==> config.mk <==
export PLATFORM = sky130hd
export DESIGN_NAME = rns_sign_detect
export DESIGN_NICKNAME = d
export VERILOG_FILES = /design/src/rtl/rns_sign_pkg.sv /design/src/rtl/rns_csa.sv /design/src/rtl/rns_fold_cmp.sv /design/src/rtl/rns_blk_gp.sv /design/src/rtl/rns_sign_detect.sv
export SDC_FILE = /design/constraint.sdc
export NUM_CORES = 1
export LEC_CHECK = 0
export BUFFER_PORTS_ARGS = -buffer_cell sky130_fd_sc_hd__buf_2
export CORE_AREA = 10 10 79 114
export DETAILED_ROUTE_END_ITERATION = 10
export DIE_AREA = 0 0 89 124
export GPL_TIMING_DRIVEN = 0
export PLACE_DENSITY = 0.69
export SYNTH_ARGS = -nofsm -noshare
export SYNTH_HDL_FRONTEND = slang
export SYNTH_SLANG_ARGS = --single-unit
==> constraint.sdc <==
create_clock -name clk_i -period 2.32 [get_ports clk_i]
set_input_delay 0.232 -clock clk_i [delete_from_list [all_inputs] [get_ports clk_i]]
set_output_delay 0.232 -clock clk_i [all_outputs]
set_load 0.01 [all_outputs]
==> src/rtl/rns_sign_pkg.sv <==
package rns_sign_pkg;
  parameter int unsigned N_DEF   = 16;
  parameter int unsigned BLK_DEF = 4;
endpackage

==> src/rtl/rns_csa.sv <==
// Carry-save compressor; carry vector comes out pre-shifted with cin_i in bit 0.
module rns_csa #(
  parameter int unsigned W = 16
) (
  input  logic [W-1:0] a_i,
  input  logic [W-1:0] b_i,
  input  logic [W-1:0] c_i,
  input  logic         cin_i,
  output logic [W-1:0] sum_o,
  output logic [W-1:0] cy_o
);
  assign cy_o[0] = cin_i;
  for (genvar i = 0; i < W; i++) begin : g_bit
    assign sum_o[i] = a_i[i] ^ b_i[i] ^ c_i[i];
    if (i < W - 1) begin : g_cy
      assign cy_o[i+1] = (a_i[i] & b_i[i]) | (a_i[i] & c_i[i]) | (b_i[i] & c_i[i]);
    end
  end
endmodule

==> src/rtl/rns_fold_cmp.sv <==
// End-around fold of x1 modulo 2^N-1, then magnitude compare against x2.
module rns_fold_cmp #(
  parameter int unsigned N = 16
) (
  input  logic [N:0]   x1_i,
  input  logic [N-1:0] x2_i,
  output logic [N-1:0] x1f_o,
  output logic         gt_o,
  output logic         eq_o
);
  // all-ones result is left unreduced: it behaves as zero downstream
  assign x1f_o = x1_i[N-1:0] + {{(N-1){1'b0}}, x1_i[N]};
  assign gt_o  = x2_i > x1f_o;
  assign eq_o  = x2_i == x1f_o;
endmodule

==> src/rtl/rns_blk_gp.sv <==
// Per-block group generate/propagate over a W-bit addend pair.
module rns_blk_gp #(
  parameter int unsigned W   = 15,
  parameter int unsigned BLK = 4,
  localparam int unsigned NB = (W + BLK - 1) / BLK
) (
  input  logic [W-1:0]  a_i,
  input  logic [W-1:0]  b_i,
  output logic [NB-1:0] g_o,
  output logic [NB-1:0] p_o
);
  localparam int unsigned PADW = NB * BLK;

  logic [PADW-1:0] g_pad, p_pad;

  always_comb begin
    g_pad         = '0;
    p_pad         = '1;
    g_pad[W-1:0]  = a_i & b_i;
    p_pad[W-1:0]  = a_i ^ b_i;
  end

  for (genvar k = 0; k < NB; k++) begin : g_blk
    logic gg, pp;
    always_comb begin
      gg = 1'b0;
      pp = 1'b1;
      for (int j = 0; j < BLK; j++) begin
        gg = g_pad[k*BLK+j] | (p_pad[k*BLK+j] & gg);
        pp = pp & p_pad[k*BLK+j];
      end
    end
    assign g_o[k] = gg;
    assign p_o[k] = pp;
  end
endmodule

==> src/rtl/rns_sign_detect.sv <==
module rns_sign_detect
  import rns_sign_pkg::*;
#(
  parameter int unsigned N   = N_DEF,
  parameter int unsigned BLK = BLK_DEF
) (
  input  logic         clk_i,
  input  logic         rst_ni,
  input  logic         in_valid_i,
  input  logic [N:0]   x1_i,
  input  logic [N-1:0] x2_i,
  input  logic [N-1:0] x3_i,
  output logic         out_valid_o,
  output logic         neg_o
);
  localparam int unsigned LOW = N - 1;
  localparam int unsigned NB  = (LOW + BLK - 1) / BLK;

  // ---------------- stage 1: CSA(x2, x3, ~x1) || fold + compare
  logic [N-1:0] s1_sum, s1_cy, x1f;
  logic         gt, eq;

  rns_csa #(.W(N)) u_csa1 (
    .a_i   (x2_i),
    .b_i   (x3_i),
    .c_i   (~x1_i[N-1:0]),
    .cin_i (1'b1),
    .sum_o (s1_sum),
    .cy_o  (s1_cy)
  );

  rns_fold_cmp #(.N(N)) u_fold (
    .x1_i  (x1_i),
    .x2_i  (x2_i),
    .x1f_o (x1f),
    .gt_o  (gt),
    .eq_o  (eq)
  );

  logic [N-1:0] s_q, c_q, x1f_q;
  logic         ge_q, v1_q;

  always_ff @(posedge clk_i) begin
    s_q   <= s1_sum;
    c_q   <= s1_cy;
    x1f_q <= x1f;
    ge_q  <= gt | eq;
  end

  // ---------------- stage 2: CSA(S, C, ~fold) + block gen/prop
  logic [N-1:0]  u_w, v_w;
  logic [NB-1:0] g_w, p_w;

  rns_csa #(.W(N)) u_csa2 (
    .a_i   (s_q),
    .b_i   (c_q),
    .c_i   (~x1f_q),
    .cin_i (ge_q),
    .sum_o (u_w),
    .cy_o  (v_w)
  );

  rns_blk_gp #(.W(LOW), .BLK(BLK)) u_gp (
    .a_i (u_w[LOW-1:0]),
    .b_i (v_w[LOW-1:0]),
    .g_o (g_w),
    .p_o (p_w)
  );

  logic [NB-1:0] g_q, p_q;
  logic          h_q, v2_q;

  always_ff @(posedge clk_i) begin
    g_q <= g_w;
    p_q <= p_w;
    h_q <= u_w[N-1] ^ v_w[N-1];
  end

  // ---------------- stage 3: block carry ripple, top-bit sum
  logic c_top, sign_d;

  always_comb begin
    c_top = 1'b0;
    for (int k = 0; k < NB; k++) begin
      c_top = g_q[k] | (p_q[k] & c_top);
    end
    sign_d = h_q ^ c_top;
  end

  always_ff @(posedge clk_i) begin
    neg_o <= sign_d;
  end

  // ---------------- valid pipe
  always_ff @(posedge clk_i or negedge rst_ni) begin
    if (!rst_ni) begin
      v1_q        <= 1'b0;
      v2_q        <= 1'b0;
      out_valid_o <= 1'b0;
    end else begin
      v1_q        <= in_valid_i;
      v2_q        <= v1_q;
      out_valid_o <= v2_q;
    end
  end
endmodule

# Word-level counts from Yosys, hierarchy flattened
# Index checks and enable logic that the tools add are counted.
dict set report totals {
  regBits 61
}
dict set report op_classes {
  addsub 1
  n_lt_le_gt_ge 1
  eq_ne 1
  bitwise_logic 258
}
# operator count
set ops {}
lappend ops {{1-bit AND} 113}
lappend ops {{1-bit bitwise OR} 75}
lappend ops {{1-bit XOR} 65}
lappend ops {{16-bit NOT} 2}
lappend ops {{16-bit by 1-bit adder with 16-bit output} 1}
lappend ops {{16-bit == test} 1}
lappend ops {{16-bit > comparator} 1}
lappend ops {{15-bit AND} 1}
lappend ops {{15-bit XOR} 1}
lappend ops {{1-bit NOT} 1}

# Depth between registers and ports, before layout
dict set report logic_depth {
  depth_word 11
  mapped_depth 10
  depth_no_buf 10
}

# Cells and area by module
# From an unflattened synthesis, not the netlist that was laid out.
dict set report unflattened {
  cells_unflattened 272
  hier_area_um2 3149.3
}
# module n_inst cells_per_inst area_each_um2 seq_area_each_um2
set by_module_without_submodules {}
lappend by_module_without_submodules {rns_sign_detect 1 100 1408.9 1236.2}
lappend by_module_without_submodules {rns_fold_cmp 1 95 728.2 0.0}
lappend by_module_without_submodules {rns_csa 2 17 331.6 0.0}
lappend by_module_without_submodules {rns_blk_gp 1 43 349.1 0.0}

# Least setup slack after synthesis
# No wires, ideal clock.
dict set report synth_timing {
  path_kind {input port to flip-flop}
  from {input x1_i[0]}
  to {register ge_q}
  arrival_ns 1.936
  path_slack_ns 0.265
  stages 9
  n_path_buf 0
  path_cell_list {ha_1 nand3_2 nor4_4 and3_4 xnor2_1 ha_1 a21oi_1 o21ai_0 a211o_1}
}
dict set report synth_via {
  elab_chain_len 3
  elab_cells_between_ends 4
}
# item line_no
set synth_lines {}
lappend synth_lines {{from (decl)} rns_sign_detect.sv:10} ;# input logic [N:0] x1_i,
lappend synth_lines {{16-bit by 1-bit adder with 16-bit output (*)} rns_fold_cmp.sv:12} ;# assign x1f_o = x1_i[N-1:0] + {{(N-1){1'b0}}, x1_i[N]};
lappend synth_lines {{16-bit > comparator or 16-bit == test (tied branches)} {rns_fold_cmp.sv:13, rns_fold_cmp.sv:14}}
lappend synth_lines {{1-bit bitwise OR (*)} rns_sign_detect.sv:47} ;# ge_q <= gt | eq;
lappend synth_lines {{to (signal assigned)} rns_sign_detect.sv:47}
lappend synth_lines {{to (decl)} rns_sign_detect.sv:41} ;# logic ge_q, v1_q;
# Mark *: on every way between the ends. The rest lies on a longest branch, timed or not.

# Worst setup path in the final report
dict set report layout_timing {
  from {input x1_i[0]}
  to {register ge_q}
}
dict set report layout_via {
  elab_chain_len 3
  elab_cells_between_ends 4
}
# item line_no
set layout_lines {}
lappend layout_lines {{16-bit by 1-bit adder with 16-bit output (*)} rns_fold_cmp.sv:12}
lappend layout_lines {{net u_fold.x1f_o[5]} rns_fold_cmp.sv:7} ;# output logic [N-1:0] x1f_o,
lappend layout_lines {{16-bit > comparator or 16-bit == test (tied branches)} {rns_fold_cmp.sv:13, rns_fold_cmp.sv:14}}
lappend layout_lines {{1-bit bitwise OR (*)} rns_sign_detect.sv:47}
# Mark *: on every way through the listed nets, which the timed path passes. The rest lies on a longest branch.

==> impl_metrics.csv <==
group,metric,value,unit
floorplanning,io_pins,54,
yosys,synth_common_cells,"126 x inv_1, 57 x dfxtp_1, 33 x ha_1, 29 x fa_1, 14 x xnor2_1",
finish,design_area,3885,um^2
critical_path,worstPathMaxFanout,5,
sta,worst_pin_slew,354.3,ps
finish,nets,517,
grt,antenna_found_initial,0,
drt,dr.pass1.iters,3,
place,port_buffers,53,
clocking,cts.sinks,60,
place,place_hpwl,4709,um
finish,multiInputGateArea,1625,um^2
yosys,ys_seq_elements,60,
status,outcome,"finished, final reports clean",
yosys,ys_top_cells_by_area,"dfxtp_1 34%, fa_1 18%, inv_1 14%",
finish,num-fill-cells,620,
yosys,yosysSeqAreaShare,36.76,%
sta,finalHoldViolCount,0,
sta,clock_skew,5.434,ps
sta,fmax,478.4,MHz
yosys,synth_top_area_share,34.49,%
yosys,yosysMostFrequentCell,"inv_1",
floorplanning,core-area,6898,um^2
clocking,cts-root-buf,"clkbuf_8",
floorplanning,die-area,11040,um^2
grt,grt_first_pass_wirelength,9404,um
drt,wirelength,5527,um
sta,finalCritPeriodShare,90.10,%
grt,grt_use_total,11.09,%
critical_path,crit_arrival,2300,ps
clocking,cts_tree,"built",
floorplanning,die_y,124,um
finish,drive_above_1_share,17.94,%
place,postPlaceCellArea,3671,um^2
critical_path,startpoint_type,"input port",
sta,relSlewSlack,76.20,%
place,gp_congestion,0.8453,
drt,wire_per_inst,11.40,um
grt,grt_pass1_vias,2308,
flow_run,maxCapViolCount,0,
yosys,yosys_warnings,0,
yosys,synth_edf_count,0,
yosys,ys_types,29,
sta,drv_slew,0,
finish,syn2layout_area_growth,17.44,%
yosys,async_flop_share,5.000,%
finish,finalNonFillerCells,485,
critical_path,end_kind,"flip-flop",
place,dpl.cell_count,468,
yosys,syn_nets,451,
yosys,syn_inst,337,
floorplanning,die_w,89,um
yosys,synth_top_cell_by_area,"dfxtp_1",
drt,via_count,2117,
yosys,syn-cell-area,3308,um^2
drt,final_antenna_net_count,0,
finish,num_antenna_cells,0,
floorplanning,start_util,47.96,%
clocking,htree_levels,3,
drt,drc,0,
critical_path,path_class,"input port to flip-flop",
sta,rsz0062_at_grt,"false",
sta,final-setup-viol-count,0,
finish,regArea,1216,um^2
sta,layout_min_cycle_time,2090,ps
power_and_ir_drop,power.density,700.6,nW/um^2
power_and_ir_drop,p_leak,2.218,nW
yosys,ys.flop_type,"dfxtp_1",
clocking,clock_latency,320,ps
yosys,avgSynthCellArea,9.817,um^2
power_and_ir_drop,vdd_drop_max,0.0004316,V
grt,grt_start_max_net_pins,10,
critical_path,cp_data_required_time,2530,ps
clocking,numCtsBuffers,9,
clocking,cts_buffer_depth,2,
power_and_ir_drop,p_total,2.722,mW
clocking,clkTransAtPathRegs,60,ps
drt,drt_iter0_drc,49,
min_path,hold_class,"input port to flip-flop",
grt,gr-total-overflow,0,
floorplanning,rows,37,
drt,routed_via_density,4.365,
## registers in the layout (all words and copies together), names as in the netlist, 3 cells and up
register and flops:
x1f_q 16, p_q 3, g_q 4, s_q 16, c_q 15
## final cells by class
cell class | count | share of cell area (%)
clock inverter | 1 | 0.1288
multi-input combinational | 151 | 41.84
clock buffer | 14 | 4.702
tap | 78 | 2.512
sequential | 60 | 31.30
inverter | 126 | 12.17
timing repair buffer | 55 | 7.343
## layout by cell type (no fill, tap or decap), types with 2 or more instances in the layout
cell,count
nor2b_1,2
nand3_1,4
inv_1,126
dfrtp_1,3
clkbuf_8,13
a21oi_1,8
o21ai_0,3
fa_1,29
dfxtp_1,57
ha_1,33
nand2_1,9
nor3_1,2
and3_1,3
dlygate4sd3_1,2
nand4_1,3
nor2_1,5
buf_2,53
nand2b_1,3
and4_1,2
a21o_1,7
xnor2_1,14
xor2_1,11
nand3_2,2
a211o_1,3
## critical path: stages
cell and delay, ps:
buf_2 100, ha_1 210, nand3_2 200, nor2_1 180
xor2_1 190, inv_1 70, ha_1 290, a211o_1 260
a21oi_1 130, o31ai_1 110, a211o_1 320
## path summary, 6_finish.rpt
| path | from | endpoint | slack, ps | cells after the start |
|---|---|---|---|---|
| worst max-delay path | x1_i[0] | ge_q | 230 | 11 |
| worst min-delay path | x1_i[16] | x1f_q[0] | 150 | 2 |
| worst max register to register | s_q[1] | g_q[0] | 500 | 8 |
| worst min register to register | v2_q | out_valid_o | 350 | 0 |
| max in group asynchronous | rst_ni | v1_q | 2000 | 2 |
| min in group asynchronous | rst_ni | v2_q | 220 | 2 |
## per-layer routing
layer	wire, um	GRT usage (%)	up-vias
li1	-	-	1112
met1	2279	11.75	942
met2	2801	19.09	46
met3	265	2.941	17
met4	180	6.786	0
met5	0	0	-
## per-stage QoR
step	worst slack, ps	hold WS (ps)	utilization (%)	TNS (ps)
floorplan	264.7	-63.59	-	0
detailed placement	-273.3	27.64	53.22	-273.3
global route	84.40	145.6	56.32	0
global placement	-305.8	26.34	53.22	-305.8
finish	229.6	152.8	56.32	0
CTS	59.78	140.2	56.23	0
## kinds of logic after synthesis
kind of cell	count (synthesis)	synth area share, %
buffers and inverters	126	14.30
adder cells (fa/ha/maj)	62	30.03
flip-flops	60	36.76
AND/OR/NAND/NOR	38	6.884
XOR/XNOR	26	7.111
AO/OA/AOI/OAI	25	4.917
## timing repair
item | in CTS | in global routing
setup buffers | 0 | 0
hold buffers | 2 | 0
hold endpoints to repair | 4 | 0
setup endpoints to repair | 0 | 1
gates resized for setup | 0 | 1
## report_power, final
part	leakage [nW]	internal [mW]	total [mW]	switching, mW
Combinational	1.60	0.302	0.635	0.332
Sequential	0.515	1.19	1.22	0.0398
Clock	0.0986	0.497	0.862	0.365
Total	2.22	1.98	2.72	0.737
Note: power is estimated with default switching activity, not from simulation.
